## src/rtl/pio_timing_pkg.sv

```systemverilog
package pio_timing_pkg;
  typedef enum logic [2:0] {
    PH_IDLE   = 3'd0,
    PH_SETUP  = 3'd1,
    PH_ACTIVE = 3'd2,
    PH_HOLD   = 3'd3,
    PH_RECOV  = 3'd4
  } phase_e;

  localparam int NUM_FIELDS = 4;
  localparam int FLD_SETUP  = 0;
  localparam int FLD_ACTIVE = 1;
  localparam int FLD_HOLD   = 2;
  localparam int FLD_RECOV  = 3;
endpackage

```

## src/rtl/pio_timing_regs.sv

```systemverilog
module pio_timing_regs #(
  parameter int NSET   = 4,
  parameter int IDX_W  = 2,
  parameter int WORD_W = 32
) (
  input  logic              clk,
  input  logic              rst_n,
  input  logic              wr_en,
  input  logic [IDX_W-1:0]  wr_idx,
  input  logic [WORD_W-1:0] wr_data,
  input  logic [IDX_W-1:0]  rd_idx,
  output logic [WORD_W-1:0] rd_data,
  input  logic [IDX_W-1:0]  lk_idx,
  output logic [WORD_W-1:0] lk_word
);
  logic [WORD_W-1:0] regs_q [NSET];

  for (genvar g = 0; g < NSET; g++) begin : g_set
    always_ff @(posedge clk or negedge rst_n) begin
      if (!rst_n)
        regs_q[g] <= '0;
      else if (wr_en && (int'(wr_idx) == g))
        regs_q[g] <= wr_data;
    end
  end

  always_comb begin
    rd_data = '0;
    lk_word = '0;
    for (int i = 0; i < NSET; i++) begin
      if (int'(rd_idx) == i) rd_data = regs_q[i];
      if (int'(lk_idx) == i) lk_word = regs_q[i];
    end
  end

  assert_wr_readback_R1: assert property (@(posedge clk) disable iff (!rst_n)
    (wr_en && int'(wr_idx) < NSET) |=> (regs_q[$past(wr_idx)] == $past(wr_data)));
endmodule

```

## src/rtl/pio_phase_seq.sv

```systemverilog
module pio_phase_seq
  import pio_timing_pkg::*;
#(
  parameter int FIELD_W = 8,
  localparam int WORD_W = NUM_FIELDS * FIELD_W
) (
  input  logic              clk,
  input  logic              rst_n,
  input  logic              abort,
  input  logic              start,
  input  logic [WORD_W-1:0] word,
  input  logic              stall,
  output phase_e            phase,
  output logic              hold_enter,
  output logic              done
);
  phase_e             phase_q;
  logic [FIELD_W-1:0] cnt_q;
  logic [WORD_W-1:0]  word_q;
  logic               cnt_zero;

  assign cnt_zero   = (cnt_q == '0);
  assign phase      = phase_q;
  assign hold_enter = (phase_q == PH_ACTIVE) && cnt_zero && !stall && !abort;
  assign done       = (phase_q == PH_RECOV) && cnt_zero && !abort;

  always_ff @(posedge clk or negedge rst_n) begin
    if (!rst_n) begin
      phase_q <= PH_IDLE;
      cnt_q   <= '0;
      word_q  <= '0;
    end else if (abort) begin
      phase_q <= PH_IDLE;
      cnt_q   <= '0;
    end else begin
      unique case (phase_q)
        PH_IDLE: if (start) begin
          phase_q <= PH_SETUP;
          word_q  <= word;
          cnt_q   <= word[FLD_SETUP*FIELD_W +: FIELD_W];
        end
        PH_SETUP: if (cnt_zero) begin
          phase_q <= PH_ACTIVE;
          cnt_q   <= word_q[FLD_ACTIVE*FIELD_W +: FIELD_W];
        end else cnt_q <= cnt_q - 1'b1;
        PH_ACTIVE: if (!stall) begin
          if (cnt_zero) begin
            phase_q <= PH_HOLD;
            cnt_q   <= word_q[FLD_HOLD*FIELD_W +: FIELD_W];
          end else cnt_q <= cnt_q - 1'b1;
        end
        PH_HOLD: if (cnt_zero) begin
          phase_q <= PH_RECOV;
          cnt_q   <= word_q[FLD_RECOV*FIELD_W +: FIELD_W];
        end else cnt_q <= cnt_q - 1'b1;
        PH_RECOV: if (cnt_zero) phase_q <= PH_IDLE;
                  else cnt_q <= cnt_q - 1'b1;
        default: phase_q <= PH_IDLE;
      endcase
    end
  end

  assert_abort_idle_R9: assert property (@(posedge clk) disable iff (!rst_n)
    abort |=> (phase_q == PH_IDLE));
  assert_stall_freeze_R6: assert property (@(posedge clk) disable iff (!rst_n)
    (stall && !abort && phase_q == PH_ACTIVE) |=> ($stable(cnt_q) && phase_q == PH_ACTIVE));
  assert_setup_order_R3: assert property (@(posedge clk) disable iff (!rst_n)
    (phase_q == PH_SETUP && !abort) |=> (phase_q == PH_SETUP || phase_q == PH_ACTIVE));
endmodule

```

## src/rtl/pio_cycle_gen.sv

```systemverilog
module pio_cycle_gen
  import pio_timing_pkg::*;
#(
  parameter int NUM_DEV = 2,
  parameter int FIELD_W = 8,
  parameter int DATA_W  = 16,
  parameter int ADDR_W  = 3,
  localparam int DEV_W  = (NUM_DEV > 1) ? $clog2(NUM_DEV) : 1,
  localparam int IDX_W  = DEV_W + 1,
  localparam int WORD_W = NUM_FIELDS * FIELD_W
) (
  input  logic              clk,
  input  logic              rst_n,
  input  logic              cfg_we,
  input  logic [IDX_W-1:0]  cfg_sel,
  input  logic [WORD_W-1:0] cfg_wdata,
  output logic [WORD_W-1:0] cfg_rdata,
  input  logic [NUM_DEV-1:0] iordy_en,
  input  logic              bus_hard_rst,
  input  logic              bus_soft_rst,
  input  logic              req_valid,
  output logic              req_ready,
  input  logic [DEV_W-1:0]  req_dev,
  input  logic              req_is_data,
  input  logic              req_write,
  input  logic [ADDR_W-1:0] req_addr,
  input  logic [DATA_W-1:0] req_wdata,
  output logic              rsp_valid,
  input  logic              rsp_ready,
  output logic [DATA_W-1:0] rsp_rdata,
  output logic              bus_sel,
  output logic [DEV_W-1:0]  bus_dev,
  output logic [ADDR_W-1:0] bus_addr,
  output logic              rd_strobe,
  output logic              wr_strobe,
  output logic [DATA_W-1:0] bus_dout,
  output logic              bus_dout_en,
  input  logic [DATA_W-1:0] bus_din,
  input  logic              iordy
);
  localparam int NSET = 2 * NUM_DEV;

  logic              abort, start, stall, hold_enter, done;
  phase_e            phase;
  logic [WORD_W-1:0] lk_word;
  logic              iordy_q, write_q, rsp_q;
  logic [DEV_W-1:0]  dev_q;
  logic [ADDR_W-1:0] addr_q;
  logic [DATA_W-1:0] wdata_q, rdata_q;

  assign abort     = bus_hard_rst || bus_soft_rst;
  assign req_ready = (phase == PH_IDLE) && !rsp_q && !abort;
  assign start     = req_valid && req_ready;
  assign stall     = (phase == PH_ACTIVE) && iordy_en[dev_q] && !iordy_q;

  pio_timing_regs #(.NSET(NSET), .IDX_W(IDX_W), .WORD_W(WORD_W)) regs_i (
    .clk(clk), .rst_n(rst_n),
    .wr_en(cfg_we), .wr_idx(cfg_sel), .wr_data(cfg_wdata),
    .rd_idx(cfg_sel), .rd_data(cfg_rdata),
    .lk_idx({req_dev, req_is_data}), .lk_word(lk_word)
  );

  pio_phase_seq #(.FIELD_W(FIELD_W)) seq_i (
    .clk(clk), .rst_n(rst_n), .abort(abort), .start(start), .word(lk_word),
    .stall(stall), .phase(phase), .hold_enter(hold_enter), .done(done)
  );

  always_ff @(posedge clk or negedge rst_n) begin
    if (!rst_n) begin
      iordy_q <= 1'b1;
      write_q <= 1'b0;
      dev_q   <= '0;
      addr_q  <= '0;
      wdata_q <= '0;
      rdata_q <= '0;
      rsp_q   <= 1'b0;
    end else begin
      iordy_q <= iordy;
      if (start) begin
        write_q <= req_write;
        dev_q   <= req_dev;
        addr_q  <= req_addr;
        wdata_q <= req_wdata;
      end
      if (hold_enter && !write_q) rdata_q <= bus_din;
      if (abort)                   rsp_q <= 1'b0;
      else if (done && !write_q)   rsp_q <= 1'b1;
      else if (rsp_q && rsp_ready) rsp_q <= 1'b0;
    end
  end

  assign bus_sel     = (phase == PH_SETUP) || (phase == PH_ACTIVE) || (phase == PH_HOLD);
  assign bus_dev     = dev_q;
  assign bus_addr    = addr_q;
  assign rd_strobe   = (phase == PH_ACTIVE) && !write_q;
  assign wr_strobe   = (phase == PH_ACTIVE) && write_q;
  assign bus_dout    = wdata_q;
  assign bus_dout_en = bus_sel && write_q;
  assign rsp_valid   = rsp_q;
  assign rsp_rdata   = rdata_q;

  assert_strobe_excl_R3: assert property (@(posedge clk) disable iff (!rst_n)
    !(rd_strobe && wr_strobe));
  assert_ready_idle_R10: assert property (@(posedge clk) disable iff (!rst_n)
    req_ready |-> !bus_sel);
  assert_rsp_hold_R7: assert property (@(posedge clk) disable iff (!rst_n)
    (rsp_valid && !rsp_ready && !abort) |=> (rsp_valid && $stable(rsp_rdata)));
  assert_dout_read_R8: assert property (@(posedge clk) disable iff (!rst_n)
    rd_strobe |-> !bus_dout_en);
endmodule

```

## config.mk

```make
export PLATFORM = sky130hd
export DESIGN_NAME = pio_cycle_gen
export DESIGN_NICKNAME = d
export VERILOG_FILES = /design/src/rtl/pio_timing_pkg.sv /design/src/rtl/pio_timing_regs.sv /design/src/rtl/pio_phase_seq.sv /design/src/rtl/pio_cycle_gen.sv
export SDC_FILE = /design/constraint.sdc
export NUM_CORES = 1
export LEC_CHECK = 0
export BUFFER_PORTS_ARGS = -buffer_cell sky130_fd_sc_hd__buf_4
export CAP_MARGIN = 20
export CORE_MARGIN = 2
export CORE_UTILIZATION = 61
export DETAILED_ROUTE_END_ITERATION = 12
export PLACE_DENSITY = 0.85
export RECOVER_POWER = 100
export SLEW_MARGIN = 20
export SYNTH_ARGS = -nofsm -noshare
export SYNTH_HDL_FRONTEND = slang
export SYNTH_SLANG_ARGS = --single-unit
export TNS_END_PERCENT = 5
```

## constraint.sdc

```tcl
create_clock -name clk -period 5.9 [get_ports clk]
set_input_delay 0.295 -clock clk [delete_from_list [all_inputs] [get_ports clk]]
set_output_delay 0.295 -clock clk [all_outputs]
set_load 0.05 [all_outputs]
```

# After elaboration in Yosys (flattened, before gate mapping)
# Cells that the tools add are included.
# word_totals
word_cells,100
register_bits,210
output_inout_bits,74
in_bits,82
# op_classes
addsub,1
n_mux,29
n_lt_le_gt_ge,1
reduce_logical,37
eq_ne,17
bitwise,1
# ops
operator,n
two-way mux 32 bit,8
two-way mux 8 bit,7
one-hot mux 8 bit (5 select lines),1
two-way mux 3 bit,7
logical AND 1 bit,20
!= test 3 x 1 -> 1 bit (second input constant),5
one-hot mux 3 bit (5 select lines),1
== test 2 bit (second input constant),4
zero test 8 bit,1
subtractor 8 x 1 -> 8 bit (second input constant),1
== test 3 x 2 -> 1 bit (second input constant),2
!= test 3 x 2 -> 1 bit (second input constant),2
AND reduction 6 bit,1
nonzero test 6 bit,1
zero test 1 bit,5
two-way mux 1 bit,5
== test 2 x 1 -> 1 bit (second input constant),2
zero test 2 bit,2
AND reduction 4 bit,1
== test 3 x 1 -> 1 bit (second input constant),1
== test 3 bit (second input constant),1
zero test 3 bit,1
logical OR 1 bit,3
AND reduction 3 bit,1
other kinds (3),3

# Logic depth before layout (Yosys ltp)
# logic_depth
ltp_word,8
mapped_depth,9
depth_no_buf,7

# Cells and area by module
# A second synthesis with hierarchy kept.
# hier_totals
cells_unflattened,657
hier_area_um2,9933.3
# by_module_without_submodules
module,cells_per_inst,seq_area_each_um2,area_each_um2,n_inst
pio_timing_regs,350,3203.1,6261.0,1
pio_phase_seq,208,875.8,2063.2,1
pio_cycle_gen,99,977.2,1609.0,1

# Least setup slack after synthesis
# No wires, ideal clock.
# synth_timing
path_kind,register to register
startpoint,register seq_i.phase_q[1] (netlist: seq_i.phase[1])
endpoint,register rdata_q[10] (netlist: rsp_rdata[10])
t_arrival_ps,3116
synth_period_minus_slack_ps,3242
path_stages_with_launch,8
slack_ps,2658
path_buffers,2
cell_sequence,dfrtp_1 -> buf_2 -> nor2b_1 -> nor3b_1 -> o21ai_0 -> nor3_4 -> buf_12 -> mux2_4
# synth_between
elab_chain_len,7
# synth_rtl
element,line,source
from (decl),pio_phase_seq.sv:17,phase_e phase_q;
from (signal assigned),pio_phase_seq.sv:29,phase_q <= PH_IDLE;
from (signal assigned),pio_phase_seq.sv:33,phase_q <= PH_IDLE;
from (signal assigned),pio_phase_seq.sv:38,phase_q <= PH_SETUP;
== test 3 x 2 -> 1 bit *,"pio_phase_seq.sv:24, pio_cycle_gen.sv:54",
logical AND 1 bit (2 in series),pio_cycle_gen.sv:54,assign stall = (phase == PH_ACTIVE) && iordy_en[dev_q] && !iordy_q;
zero test 1 bit,pio_phase_seq.sv:24,assign hold_enter = (phase_q == PH_ACTIVE) && cnt_zero && !stall && !abort;
logical AND 1 bit * (2 in series),pio_phase_seq.sv:24,
logical AND 1 bit *,pio_cycle_gen.sv:85,if (hold_enter && !write_q) rdata_q <= bus_din;
to (signal assigned),pio_cycle_gen.sv:85,
to (decl),pio_cycle_gen.sv:49,"logic [DATA_W-1:0] wdata_q, rdata_q;"
# Every way passes the cells marked *; elsewhere a longest branch is shown, timed or not.
# A chain may end at the register's enable or synchronous reset.

# Worst setup path after layout
# layout_timing
startpoint,register seq_i.phase_q[2] (netlist: seq_i.phase[2])
endpoint,register wdata_q[6] (netlist: bus_dout[6])
# layout_between
elab_chain_len,4
# layout_rtl
element,line,source
zero test 3 bit,pio_cycle_gen.sv:52,assign req_ready = (phase == PH_IDLE) && !rsp_q && !abort;
logical AND 1 bit (2 in series),pio_cycle_gen.sv:52,
logical AND 1 bit,pio_cycle_gen.sv:53,assign start = req_valid && req_ready;
to (signal assigned),pio_cycle_gen.sv:83,wdata_q <= req_wdata;
to (decl),pio_cycle_gen.sv:49,
# No other way between the ends.

==> summary.md <==
| Metric | Value |
|---|---|
| Final HPWL DP | `15,000 um` |
| Final ANT Viol Nets | `0` |
| Grt total ovfl | `0` |
| CP top delay family | `buffers and inverters` |
| First-pass GRT wire length | `approximately 35,000 um` |
| Die Ht | `between 100 and 150 um` |
| Worst hold endpoint | `bus_dout[4]` |
| Maximum clock path buffer count | `3` |
| I/O Buffers | `roughly 160` |
| GPL Wtd Cong | `roughly 0.87` |
| Core ar. | `between 15,000 and 20,000 um2` |
| Placed instance area | `between 10,000 and 15,000 um2` |
| Clock Tree Root | `clkbuf_16` |
| Vias in the first global route | `6,542` |
| Setup CP Type | `reg2reg` |
| Max Clock Freq | `263 MHz` |
| Critical path depth | `4` |
| Critical Path Start Type | `flop` |
| Setup WS pre-CTS | `approximately 3.0 ns` |
| H-tree levels | `1` |
| Req. time, crit path | `approximately 6.3 ns` |
| Final routed DRC violation total | `0` |
| Vias per Instance | `roughly 6.2` |
| Reg2reg setup slack | `between 2 and 2.5 ns` |
| Max-slew violation count | `290` |
| Max Cap Viol | `6` |
| EDFF count, synth | `0` |
| Most frequent cells in the layout | `dfrtp_1, mux2_2, clkbuf_1, buf_4, mux4_2` |
| Violated checks | `capacitance limit, slew limit` |
| Initial antenna violation count | `0` |
| Synth Instances | `~640` |
| Largest net degree at the start of global routing | `around 120` |
| Synth Cell Area | `9780 um2` |
| DR iter-0 viols | `~520` |
| Crit end category | `flop` |
| Main flop type after synthesis | `dfrtp_1` |
| Ant diodes | `0` |
| Worst EP arrival | `between 4 and 5 ns` |
| Share of cells above drive strength 1 | `0.467` |
| Cell at the slowest stage of the critical path | `clkbuf_1` |
| Pwr dens | `slightly below 400 nW/um2` |
| Final nets | `about 860` |
| Top Ports | `between 150 and 200` |
| Initial Utilization | `0.620` |
| Die ar. | `around 17,000 um2` |
| RSZ-0062 raised after global routing | `false` |
| PnR worst setup slack | `2.09 ns` |
| Hold-critical path depth | `2` |
| Placed cells | `about 970` |
| Die X | `between 100 and 150 um` |
| Worst reg2reg path depth | `4` |
| Buffer and inverter count on the worst path | `2` |
| Commonest non-fill, non-tap cell in the layout | `dfrtp_1` |
| Worst R2R End | `bus_dout[6]` |
| Num CTS Buffers | `22` |
| TritonCTS sink count | `roughly 200` |
| Site Rows | `46` |
| Net count after synthesis | `between 700 and 800` |
| Fin. Hold Viols | `0` |
| Leakage power | `4.85 nW` |
| #FFs+latches synth | `between 200 and 250` |
| Sequential cell area fraction in the yosys report | `0.517` |
| Fin crit share | `0.645` |
| Worst-path maximum fanout | `30` |
| Area Overhead vs Synth | `17.5%` |
| Run status | `finished, violations left` |
| Final std cells w/o fill | `around 1,000` |
| Min Tclk post-route | `~3.8 ns` |
| Min-delay worst type | `in2reg` |
| Total Routed Length | `22,600 um` |
| Post-synth cell types | `57` |
| Post-route cell area | `about 11,000 um2` |
| Yosys Warn Count | `0` |
| Max IR drop VDD | `roughly 0.00032 V` |
| Worst reg2reg path startpoint | `seq_i.phase[2]` |
| Post-synth ARST share | `1.00` |
| WL/cell | `approximately 22 um` |
| Worst slew margin | `-0.992` |
| DRT Pass-1 Iters | `5` |
| Avg Inst Size Synth | `15.4 um2` |
| Worst slew pin tran | `between 2 and 3 ns` |
| Post-CTS setup repair buffer count | `0` |
| Fin util | `0.728` |
| Final Setup Violations | `0` |
| Worst hold path startpoint | `req_wdata[4]` |
| CTS clk-pin slew, worst paths | `around 0.060 ns` |
| GRT Util Overall | `0.268` |
| Critical Path, Cell by Cell | `inv_1 > nand4_1 > clkbuf_1 > mux2_2` |
| Clk_lat worst skew | `~0.5 ns` |
| Setup TNS Final | `0 ns` |
| Vias | `~6,300` |
| CTS tree | `yes` |
| Worst path max stage delay | `1.36 ns` |
| Layout Skew | `around 0.025 ns` |
## power breakdown
part / switching [mW] / total (mW) / internal (mW)
Combinational: 0.712 / 1.22 / 0.505
Clock: 0.536 / 1.35 / 0.811
Sequential: 0.202 / 1.88 / 1.67
Total: 1.45 / 4.44 / 2.99
## repair_timing
action | in CTS | in global routing
hold buffers | 3 | 0
resized for setup | 0 | 0
endpoints found under the hold margin | 118 | 0
## area by class of cell
class                           count  area, um2
Timing Repair Buffer              165        955
Clock buffer                       33        652
Fill cell                        1100       4280
Tap cell                          216        270
Sequential cell                   202       5060
Multi-Input combinational cell    383       4450
Inverter                            5       18.8
Clock inverter                      6       82.6
## registers in the layout (all words and copies together), names as in the netlist, 3 cells and up
| name | flops |
|---|---|
| seq_i.word_q | 24 |
| bus_dout | 16 |
| bus_addr | 3 |
| regs_i.regs_q | 128 |
| seq_i.phase | 3 |
| seq_i.cnt_q | 8 |
| rsp_rdata | 16 |
## worst max path at each step
stage / to / start / slack (ns)
2_1_floorplan: rsp_rdata[10] / seq_i.phase[1] / 2.66
3_3_place_gp: rsp_rdata[15] / seq_i.cnt_q[0] / 3.14
3_5_place_dp: rsp_rdata[3] / seq_i.cnt_q[0] / 3.03
4_1_cts: rsp_rdata[1] / seq_i.cnt_q[0] / 2.98
5_1_grt: regs_i.regs_q[1] / cfg_sel[0] / 1.61
6_report: bus_dout[6] / seq_i.phase[2] / 2.09
## through the flow
step | hold WS (ns) | power (mW)
2_1_floorplan | -0.000591 | 2.78
3_3_place_gp | 0.407 | 3.14
3_5_place_dp | 0.406 | 3.21
4_1_cts | 0.000971 | 4.57
5_1_grt | 0.00463 | 4.64
6_report | 0.0200 | 4.44
## cells by family after synthesis
| kind of cell | synth area share |
|---|---|
| AO/OA/AOI/OAI | 0.0366 |
| XOR/XNOR | 0.00448 |
| adder cells (fa/ha/maj) | 0.00128 |
| buffers and inverters | 0.0237 |
| flip-flops | 0.517 |
| multiplexers | 0.380 |
| AND/OR/NAND/NOR | 0.0370 |
## cells in the mapped netlist (all sizes together) (2+ instances only)
cell | instances | area (um2)
o21ai | 9 | 45.0
nand3b | 3 | 22.5
buf | 15 | 96.3
xnor2 | 4 | 35.0
nand2 | 13 | 48.8
a32o | 5 | 50.1
clkbuf | 31 | 116
a221oi | 3 | 26.3
mux2i | 6 | 60.1
dfrtp | 201 | 5030
a31oi | 2 | 12.5
mux2 | 193 | 2210
a32oi | 2 | 17.5
nor3 | 5 | 36.3
nand3 | 5 | 25.0
nor2b | 4 | 25.0
or2 | 3 | 21.3
a21oi | 14 | 70.1
nor3b | 2 | 15.0
or4 | 2 | 18.8
and3 | 4 | 25.0
o31ai | 2 | 15.0
nand2b | 3 | 18.8
nor2 | 10 | 37.5
or3b | 2 | 17.5
nor4 | 3 | 18.8
mux4 | 64 | 1440
inv | 5 | 18.8
## metal layers
metal	wire length [um]	vias up	track usage	share of wire
met3	1550	34	0.0436	0.068
met5	0	-	0	0
met2	11600	244	0.449	0.51
met1	8900	3254	0.370	0.39
li1	-	2722	-	-
met4	515	0	0.0801	0.023
No activity file was read; power rests on OpenSTA's default activity.
